[config.mk]
export PLATFORM = sky130hd
export DESIGN_NAME = cec_tx_engine
export DESIGN_NICKNAME = d
export VERILOG_FILES = /design/src/rtl/cec_tx_engine.sv
export SDC_FILE = /design/constraint.sdc
export NUM_CORES = 1
export LEC_CHECK = 0
export CORE_MARGIN = 3
export CORE_UTILIZATION = 58
export CTS_CLUSTER_SIZE = 20
export DETAILED_ROUTE_END_ITERATION = 7
export PLACE_DENSITY = 0.88
export SLEW_MARGIN = 0
export SYNTH_ARGS = -nofsm -noshare
export SYNTH_HDL_FRONTEND = slang
export SYNTH_SLANG_ARGS = --single-unit
[constraint.sdc]
create_clock -name clk -period 3.6 [get_ports clk]
set_input_delay 1.08 -clock clk [delete_from_list [all_inputs] [get_ports clk]]
set_output_delay 1.08 -clock clk [all_outputs]
set_load 0.03 [all_outputs]
[src/rtl/cec_tx_engine.sv]
module cec_tx_engine #(
  parameter int TICK_DIV    = 4,
  parameter int START_LOW   = 120,
  parameter int START_PER   = 147,
  parameter int ZERO_LOW    = 49,
  parameter int ONE_LOW     = 20,
  parameter int BIT_PER     = 79,
  parameter int SAMPLE_AT   = 34,
  parameter int SFT_DEFAULT = 5
) (
  input  logic       clk,
  input  logic       rst_n,
  input  logic       enable,
  input  logic [2:0] sft_sel,
  input  logic [7:0] tx_data,
  input  logic       tx_wr,
  input  logic       som,
  input  logic       eom,
  input  logic       cec_in,
  output logic       cec_drive_low,
  output logic       busy,
  output logic       byte_req,
  output logic       underrun,
  output logic       tx_done,
  output logic       nack,
  output logic       tx_err,
  output logic       arb_lost
);
  localparam int SFT_MAX = 7 * BIT_PER;
  localparam int CW = $clog2((SFT_MAX > START_PER ? SFT_MAX : START_PER) + 1) + 1;
  localparam int DW = $clog2(TICK_DIV + 1);

  typedef enum logic [1:0] {IDLE, WAIT, START, BITS} st_t;
  st_t st;

  logic [DW-1:0] pre;
  logic          tick;
  logic [CW-1:0] cnt, sft_need;
  logic [3:0]    slot;
  logic [7:0]    shreg, hold;
  logic          hold_full, som_q, eom_q, eom_bit, first, bcast;
  logic [1:0]    sync;
  logic          line_s, cur;
  logic [2:0]    sft_n;

  assign tick     = (pre == DW'(TICK_DIV - 1));
  assign line_s   = sync[1];
  assign sft_n    = (sft_sel == 3'd0) ? 3'(SFT_DEFAULT) : sft_sel;
  assign sft_need = CW'(sft_n) * CW'(BIT_PER);
  assign cur      = (slot < 4'd8) ? shreg[7] : (slot == 4'd8) ? eom_bit : 1'b1;
  assign busy     = (st != IDLE);
  assign cec_drive_low = (st == START && cnt < CW'(START_LOW)) ||
                         (st == BITS && cnt < (cur ? CW'(ONE_LOW) : CW'(ZERO_LOW)));

  always_ff @(posedge clk or negedge rst_n) begin
    if (!rst_n) begin
      pre <= '0;
      sync <= 2'b11;
    end else begin
      pre <= tick ? '0 : pre + 1'b1;
      sync <= {sync[0], cec_in};
    end
  end

  always_ff @(posedge clk or negedge rst_n) begin
    if (!rst_n) begin
      st <= IDLE; cnt <= '0; slot <= '0; shreg <= '0; hold <= '0;
      hold_full <= 1'b0; som_q <= 1'b0; eom_q <= 1'b0; eom_bit <= 1'b0;
      first <= 1'b0; bcast <= 1'b0;
      byte_req <= 1'b0; underrun <= 1'b0; tx_done <= 1'b0;
      nack <= 1'b0; tx_err <= 1'b0; arb_lost <= 1'b0;
    end else begin
      byte_req <= 1'b0; underrun <= 1'b0; tx_done <= 1'b0;
      nack <= 1'b0; tx_err <= 1'b0; arb_lost <= 1'b0;
      if (eom) eom_q <= 1'b1;
      if (som && enable && st == IDLE) som_q <= 1'b1;
      if (!enable) begin
        st <= IDLE; som_q <= 1'b0; eom_q <= 1'b0; cnt <= '0;
      end else begin
        case (st)
          IDLE: if (som_q) begin
            st <= WAIT; cnt <= '0; som_q <= 1'b0;
          end
          WAIT: begin
            if (!line_s) cnt <= '0;
            else if (tick) begin
              if (cnt == sft_need - 1'b1) begin
                cnt <= '0;
                if (hold_full) begin
                  st <= START; shreg <= hold; hold_full <= 1'b0;
                  eom_bit <= eom_q; eom_q <= 1'b0; byte_req <= 1'b1;
                  first <= 1'b1; bcast <= (hold[3:0] == 4'hF);
                end else begin
                  st <= IDLE; underrun <= 1'b1;
                end
              end else cnt <= cnt + 1'b1;
            end
          end
          START: if (tick) begin
            if (cnt == CW'(START_PER - 1)) begin
              st <= BITS; cnt <= '0; slot <= '0;
            end else cnt <= cnt + 1'b1;
          end
          BITS: if (tick) begin
            cnt <= cnt + 1'b1;
            if (cnt == CW'(SAMPLE_AT - 1)) begin
              if (slot == 4'd9) begin
                if (bcast ? !line_s : line_s) begin
                  st <= IDLE; nack <= 1'b1;
                end
              end else if (cur && !line_s) begin
                st <= IDLE;
                if (first && slot < 4'd4) arb_lost <= 1'b1;
                else tx_err <= 1'b1;
              end
            end else if (cnt == CW'(BIT_PER - 1)) begin
              cnt <= '0;
              if (slot == 4'd9) begin
                if (eom_bit) begin
                  st <= IDLE; tx_done <= 1'b1;
                end else if (hold_full) begin
                  shreg <= hold; hold_full <= 1'b0; eom_bit <= eom_q;
                  eom_q <= 1'b0; byte_req <= 1'b1; first <= 1'b0; slot <= '0;
                end else begin
                  st <= IDLE; underrun <= 1'b1;
                end
              end else begin
                slot <= slot + 1'b1;
                if (slot < 4'd8) shreg <= {shreg[6:0], 1'b0};
              end
            end
          end
          default: st <= IDLE;
        endcase
      end
      if (tx_wr) begin
        hold <= tx_data; hold_full <= 1'b1;
      end
    end
  end
endmodule


==> results of run 1 <==
## power groups by stage
stage	Combinational, mW	Clock (mW)	Sequential, mW
after global placement	0.169	0	0.598
after floorplan	0.108	0	0.593
after CTS	0.181	0.420	0.588
after detailed placement	0.177	0	0.598
final	0.182	0.420	0.588
after global routing	0.199	0.447	0.591
## worst max path at each step
stage	end	cells after the start	slack (ns)	start
2_1_floorplan	shreg[0]	15	-0.07	sft_sel[1]
3_3_place_gp	cnt[4]	14	-0.59	sft_sel[0]
3_5_place_dp	cnt[4]	14	-0.65	sft_sel[0]
4_1_cts	cnt[6]	14	0.005	sft_sel[0]
5_1_grt	cnt[6]	15	-0.02	sft_sel[1]
6_report	cnt[7]	15	0.11	sft_sel[2]
## stage by stage
stage          hold WS, ns   util
2_1_floorplan        0.345      -
3_3_place_gp         0.346  0.702
3_5_place_dp         0.347  0.702
4_1_cts              0.348  0.740
5_1_grt              0.351  0.747
6_report             0.346  0.747
## final cells by class
cell class                      instances  area share
Clock inverter                          2     0.00991
Sequential cell                        50       0.321
Inverter                               20      0.0198
Timing Repair Buffer                   51       0.113
Multi-Input combinational cell        265       0.494
Tap cell                               70      0.0224
Clock buffer                            6      0.0211
## worst register-to-register path, cell delays in order (launching register included)
cell and delay (ns):
dfrtp_1 0.50, or3_1 0.42, or3_1 0.43, nor4_1 0.44
a41oi_4 0.05, or3_4 0.40, a21o_1 0.21
## what timing repair did
action | CTS | global route
gates resized for setup | 17 | 10
buffers inserted | 4 | 1
pin swaps | 13 | 11
gates cloned | 1 | 0
endpoints found under the setup margin | 26 | 20
## cell usage after synthesis (3+ instances only)
| cell type | number |
|---|---|
| nand2_1 | 26 |
| o21bai_1 | 3 |
| dfrtp_1 | 48 |
| and2_1 | 3 |
| nor3b_1 | 3 |
| or3_1 | 5 |
| inv_1 | 20 |
| o21ai_0 | 21 |
| nor2_1 | 23 |
| clkbuf_1 | 16 |
| a21oi_1 | 12 |
| ha_1 | 18 |
| a31oi_1 | 10 |
| a22o_1 | 3 |
| mux2_2 | 9 |
| nand3_1 | 14 |
| a22oi_1 | 7 |
| nand2b_1 | 5 |
| nor2b_1 | 6 |
| buf_2 | 3 |
| o22a_1 | 3 |
| nor3_1 | 14 |
| nor4_1 | 4 |
| xor2_1 | 3 |
| xnor2_1 | 11 |
| nand4_1 | 7 |
| or2_2 | 4 |
| a21o_1 | 10 |
| o211ai_1 | 4 |
| and3_1 | 9 |
## flip-flops by register name, summed over array words and instances (netlist names), 2 cells and up
signal	cells
cnt	11
hold	8
st	2
sync	2
shreg	8
pre	3
slot	4
## routing by layer
layer  vias up  routed length, µm  GRT usage
li1       1367                  -          -
met1      1386               3280      0.336
met2       159               3760      0.423
met3        24                586     0.0538
met4         0                176     0.0929
met5         -                  0          0
## kinds of logic after synthesis
kind of cell | Yosys count
simple gates | 128
flops | 50
mux | 9
buf+inv | 40
compound gates | 96
xor+xnor | 14
fa+ha+maj | 18
==> results.md, run 1 <==
- Synth Flop Type: dfrtp_1
- FMAX: 0.287 GHz
- Max VDD drop: 0.368 mV
- Starting Density: 0.612
- #FFs+latches synth: 50
- DR DRC count: 0
- Total GRT Usage: 0.258
- Combinational fraction of design power: 0.153
- Initial antenna violation count: 0
- Clock share of power: 0.353
- Num CTS Buffers: 5
- Setup_tns: 0 ns
- # IOs: 26
- Final Cycle Share: 0.969
- CP endpoint kind: register
- Most frequent cells in the layout: 47 x dfrtp_1, 26 x nand2_1, 23 x nor2_1, 23 x buf_4, 21 x o21ai_0
- Netlist Area Pre-Place: between 3000 and 4000 µm²
- Syn Area/Cell: around 9.0 µm²
- Yosys warns: 0
- Register Area: 1250 µm²
- Post-Syn Nets: 391
- CTS Hold Bufs: 0
- Hold depth: 0
- Clock slew at reported path FFs: about 0.09 ns
- Chip Width: approximately 80 µm
- Final HPWL DP: around 5500 µm
- Worst-Skew Late Latency: 0.31 ns
- Async SR Flop Fraction: 1.00
- Largest family of logic cells by synthesized area: compound AO/OA/AOI/OAI gates
- First-pass GRT wire length: 13200 µm
- Fraction of the mapped netlist area in adder cells: 0.0702
- Final setup vio count: 0
- Finished Layout Cells: 464
- Antenna diodes: 0
- Number of global-route vias before repair: between 2000 and 3000
- Hold Vio Cnt, Final: 0
- Register-to-Register Path Depth: 6
- Tightest Pin Transition: around 0.69 ns
- Post-Synth Simple-Gate Area: 0.206
- Placed Instances: between 400 and 500
- Cell Int Power: roughly 0.89 mW
- Root Driver: clkbuf_8
- Multi-input gate area: between 1500 and 2000 µm²
- 1st-iter DRT viols: approximately 210
- Xor/xnor share of the synthesized area: 0.0382
- Compound-Gate Fraction of Synth Area: 0.213
- Worst min path class: reg -> reg
- Yosys top cell by area: dfrtp_1
- Tot Pwr: between 1 and 1.5 mW
- Crit Path Category: in -> reg
- Mean routed wirelength per cell: approximately 17 µm
- Synth area leaders: dfrtp_1 37%, ha_1 7.0%, o21ai_0 3.3%, mux2_2 3.2%, nand2_1 3.0%
- Die height: around 80 µm
- CP peak stage delay: 0.42 ns
- Buffers & Inverters on Critical Path: 4
- CP Data Arrival Time: around 3.7 ns
- RSZ-0062 raised after global routing: true
- Fin worst setup slack: 0.110 ns
- MaxCap Viol Count: 0
- IO Port Bufs: 25
- Mux cell area share after synthesis: 0.0316
- Worst Hold Path EP: sync[1]
- RR Endpoint: shreg[3]
- H-Tree Depth: 2
- LEAKAGE: between 1.5 and 2 nW
- CP required: ~3.8 ns
- Share of cells above drive strength 1: 0.213
- Commonest non-fill, non-tap cell in the layout: dfrtp_1
- Synth Instances: ~360
- Switching Share: 0.249
- Yosys top cell area share: 0.375
- RePlAce Congestion: about 0.94
- Fill cell count: around 360
- Yosys cell types: 54
- Status: finished, final reports clean
- GRT overflow: 0
- Core Region: approximately 5200 µm²
- Rel. slew slack: 0.539
- Startpoint Class: input pin
- Via count: around 2900
- Worst R2R Setup Slack: roughly 1.1 ns
- CP dominant cell by count: a21oi_2
- CTS tree: built
- Delay-heaviest family, CP: compound AO/OA/AOI/OAI gates
- HP Start: sync[0]
- Via-to-Cell Ratio: 6.33
- Crit path time final: roughly 3.5 ns
- Final WL: around 8000 µm
- Post-route ant nets: 0
- FF-to-FF Start: cnt[9]
- Post-synthesis sequential area ratio: 0.391
- Largest net degree at the start of global routing: 29
- Pre-antenna DRT Iters: 5
- Final Slew Violations: 0
- Switch Pwr: slightly below 0.3 mW
- Post-synth EDFFs: 0
- Syn-to-layout area delta: 22.0%
- Fin area: around 3900 µm²
- Die area: ~6500 µm²
- Sink Count: 50
- Power per cell area: between 300 and 400 nW/µm²
- Crit-path cells: clkbuf_2 > nor2_1 > or2_4 > inv_4 > ha_4 > inv_1 > ha_1 > a21oi_2 > o211ai_1 > a21oi_2 > xnor2_2 > a311o_1 > buf_4 > a31oi_2 > a31o_1
- CP max-delay cell: a311o_1
- Place WS: -0.651 ns
- Post-Place Cell Area: between 3000 and 4000 µm²
- Longest Clk Path Bufs: 2
- Clock Skew: about 0.018 ns
- Row cnt: 26
- # nets final: about 430
- CP max FO: 5
- Reg power frac: 0.494
Note: power is estimated with default switching activity, not from simulation.
==> run 2, diff against run 1 <==
--- a/config.mk
+++ b/config.mk
@@ -10,7 +10,7 @@
 export CTS_CLUSTER_SIZE = 20
 export DETAILED_ROUTE_END_ITERATION = 7
 export PLACE_DENSITY = 0.88
-export SLEW_MARGIN = 0
+export SLEW_MARGIN = 10
 export SYNTH_ARGS = -nofsm -noshare
 export SYNTH_HDL_FRONTEND = slang
 export SYNTH_SLANG_ARGS = --single-unit
==> results of run 2 <==
The final DEF is identical to that of run 1; final timing and power are the same.
==> run 3, diff against run 2 <==
--- a/config.mk
+++ b/config.mk
@@ -6,10 +6,11 @@
 export NUM_CORES = 1
 export LEC_CHECK = 0
 export CORE_MARGIN = 3
-export CORE_UTILIZATION = 58
+export CORE_UTILIZATION = 53
 export CTS_CLUSTER_SIZE = 20
 export DETAILED_ROUTE_END_ITERATION = 7
-export PLACE_DENSITY = 0.88
+export GPL_TIMING_DRIVEN = 1
+export PLACE_DENSITY = 0.85
 export SLEW_MARGIN = 10
 export SYNTH_ARGS = -nofsm -noshare
 export SYNTH_HDL_FRONTEND = slang
==> constraint.sdc (replaced) <==
create_clock -name clk -period 2.9 [get_ports clk]
set_input_delay 0.87 -clock clk [delete_from_list [all_inputs] [get_ports clk]]
set_output_delay 0.87 -clock clk [all_outputs]
set_load 0.03 [all_outputs]
==> run 3 against run 2 <==
Against the previous run: the flow now finishes with violations (negative setup slack); die area increased by 8.7%; hold slack improved by 0.021 ns; first-iteration DRC count increased by 35%; sequential share of layout area down 2.5 points; clock power grew 26%; final area grew 8.4%; setup slack lost 0.55 ns; non-clock buffer count is 22 higher; count of clock-buffer cells in the layout unchanged; highest routed layer unchanged.
==> results.md, run 3 (same netlist as run 1, synthesis figures left out) <==
- Status: finished, violations left
- Failing checks: negative setup slack
- Crit-path cells: buf_6 > buf_6 > o21bai_4 > inv_2 > ha_4 > inv_2 > ha_4 > xor2_2 > nand3_1 > a211oi_2 > o2111a_2 > a311o_1 > buf_6 > a211oi_1 > or3_1
- Via-to-Cell Ratio: 6.32 (-0.16%)
- # IOs: 26 (unchanged)
- Fin worst setup slack: -0.435 ns (-0.545 ns)
- Final setup vio count: 29 (+29)
- Tightest Pin Transition: 0.557 ns (-0.135 ns)
- Core Region: 5680 µm² (+8.4%)
- Mean routed wirelength per cell: 19.2 µm (+14%)
- Tot Pwr: 1.52 mW (+28%)
- CP required: 3.09 ns (-0.75 ns)
- Final WL: 9350 µm (+20%)
- Clock share of power: 0.349 (-0.004)
- Startpoint Class: input pin
- Final Slew Violations: 0 (unchanged)
- Initial antenna violation count: 0 (unchanged)
- Cell Int Power: 1.13 mW (+26%)
- Most frequent cells in the layout: 47 x dfrtp_1, 39 x buf_4, 26 x nand2_1
- Number of global-route vias before repair: 3072 (+6.7%)
- Commonest non-fill, non-tap cell in the layout: dfrtp_1
- CP max FO: 5 (unchanged)
- CP Data Arrival Time: 3.53 ns (-0.20 ns)
- Top Registers: cnt: 11 flops, hold: 8 flops, shreg: 8 flops
- CP peak stage delay: 0.37 ns (-0.05 ns)
- Antenna diodes: 0 (unchanged)
- Delay-heaviest family, CP: compound AO/OA/AOI/OAI gates
- Die area: 7020 µm² (+8.7%)
- Via count: 3083 (+5.0%)
- DR DRC count: 0 (unchanged)
- Longest Clk Path Bufs: 2 (unchanged)
- Worst-Skew Late Latency: 0.32 ns (about the same)
- Combinational fraction of design power: 0.172 (+0.019)
- 1st-iter DRT viols: 279 (+35%)
- Reg power frac: 0.479 (-0.015)
- CP dominant cell by count: buf_6
- Clock slew at reported path FFs: 0.09 ns (about the same)
- Clock Skew: 0.0116 ns (-0.00619 ns)
- Utilization after layout: 0.747 (about the same)
- Final HPWL DP: 6000 µm (+8.6%)
- Reg with most FFs: cnt
- Share of cells above drive strength 1: 0.286 (+0.0729)
- Chip Width: 83.8 µm (+4.3%)
- GRT overflow: 0 (unchanged)
- FMAX: between 0.2 and 0.3 GHz
- Num CTS Buffers: 5 (unchanged)
- Crit path time final: approximately 3.3 ns
- Syn-to-layout area delta: 32.3%
- Max reg flops: 11 (unchanged)
- Rel. slew slack: 0.627 (+0.0883)
- IO Port Bufs: 25 (unchanged)
- Final hold slack: 0.367 ns (+0.0211 ns)
- RSZ-0062 raised after global routing: true
- CTS tree: built
- Worst R2R Setup Slack: 0.24 ns (-0.81 ns)
- Power per cell area: 358 nW/µm² (+18%)
- LEAKAGE: 1.87 nW (+8.0%)
- Hold Vio Cnt, Final: 0 (unchanged)
- Pre-antenna DRT Iters: 5 (unchanged)
- CP endpoint kind: register
- Die height: 83.8 µm (+4.3%)
- Switching Share: 0.257 (+0.00786)
- RePlAce Congestion: 0.898 (-4.3%)
- Root Driver: clkbuf_8
- Max VDD drop: 0.375 mV (+1.8%)
- Row cnt: 27 (+3.8%)
- First-pass GRT wire length: 14500 µm (+10%)
- MaxCap Viol Count: 0 (unchanged)
- Switch Pwr: 0.390 mW (+32%)
- Largest net degree at the start of global routing: 26 (-10%)
- # nets final: 451 (+5.1%)
- Post-route ant nets: 0 (unchanged)
- Crit Path Category: in -> reg
- CTS Hold Bufs: 0 (unchanged)
- Worst min path class: reg -> reg
- Starting Density: 0.565 (-0.0472)
- H-Tree Depth: 2 (unchanged)
- Total GRT Usage: 0.254 (-0.00361)
- Buffers & Inverters on Critical Path: 5 (+1)
- Final Cycle Share: 1.15
- Sink Count: 50 (unchanged)
- CP max-delay cell: or3_1
-- run 3: cell types whose count changed in the layout (fill, tap and decap cells not counted), sizes merged --
| cell | delta |
|---|---|
| clkbuf | -1 |
| buf | +23 |
-- run 3: path summary, 6_finish.rpt --
kind	start	to	cells past startpoint
setup / recovery	sft_sel[1]	cnt[6]	15
hold / removal	sync[0]	sync[1]	0
setup reg to reg	cnt[10]	cnt[6]	6
hold reg to reg	sync[0]	sync[1]	0
max in group asynchronous	rst_n	sync[0]	2
min in group asynchronous	rst_n	cnt[8]	1
-- run 3: timing repair --
| action | in CTS | in global routing |
|---|---|---|
| setup buffers | 4 | 4 |
| resized for setup | 33 | 19 |
| pin swaps | 23 | 20 |
| setup endpoints to repair | 29 | 29 |
| cloned | 2 | 0 |
-- run 3: through the flow --
step	setup TNS, ns	instance area (µm²)	setup slack [ns]	instances
2_1_floorplan	-10.45	3350	-0.559	355
3_3_place_gp	-23.96	3860	-0.999	470
3_5_place_dp	-25.82	3860	-1.09	470
4_1_cts	-6.88	4080	-0.390	484
5_1_grt	-10.49	4240	-0.494	488
6_report	-8.26	4240	-0.435	488
-- run 3: layout make-up --
cell class | instances | area [µm²]
clock inverters | 2 | 38.8
fillers | 376 | 1430
clock buffers | 6 | 82.6
inverters | 20 | 77.6
repair buffers | 73 | 643
multi-input cells | 265 | 2050
flip-flops and latches | 50 | 1250
well taps | 72 | 90.1
-- run 3: worst reg2reg max path, stage by stage, from the launching register on --
cell	delay, ns
dfrtp_1	0.47
or3_1	0.47
or3_1	0.43
o21ai_0	0.26
or2_2	0.39
a211oi_1	0.16
or3_1	0.37
-- run 3: layer usage --
metal | GRT usage | wire length [µm] | up-vias
met1 | 0.326 | 3740 | 1474
met5 | 0 | 0 | -
met3 | 0.0415 | 630 | 23
met4 | 0.0892 | 204 | 0
li1 | - | - | 1407
met2 | 0.434 | 4780 | 179
-- run 3: power by group through the flow --
| stage | sequential, mW | combinational (mW) | clock, mW |
|---|---|---|---|
| 2_1_floorplan | 0.737 | 0.137 | 0 |
| 4_1_cts | 0.727 | 0.236 | 0.534 |
| 3_3_place_gp | 0.740 | 0.219 | 0 |
| 3_5_place_dp | 0.741 | 0.228 | 0 |
| 6_report | 0.727 | 0.262 | 0.530 |
| 5_1_grt | 0.730 | 0.283 | 0.567 |
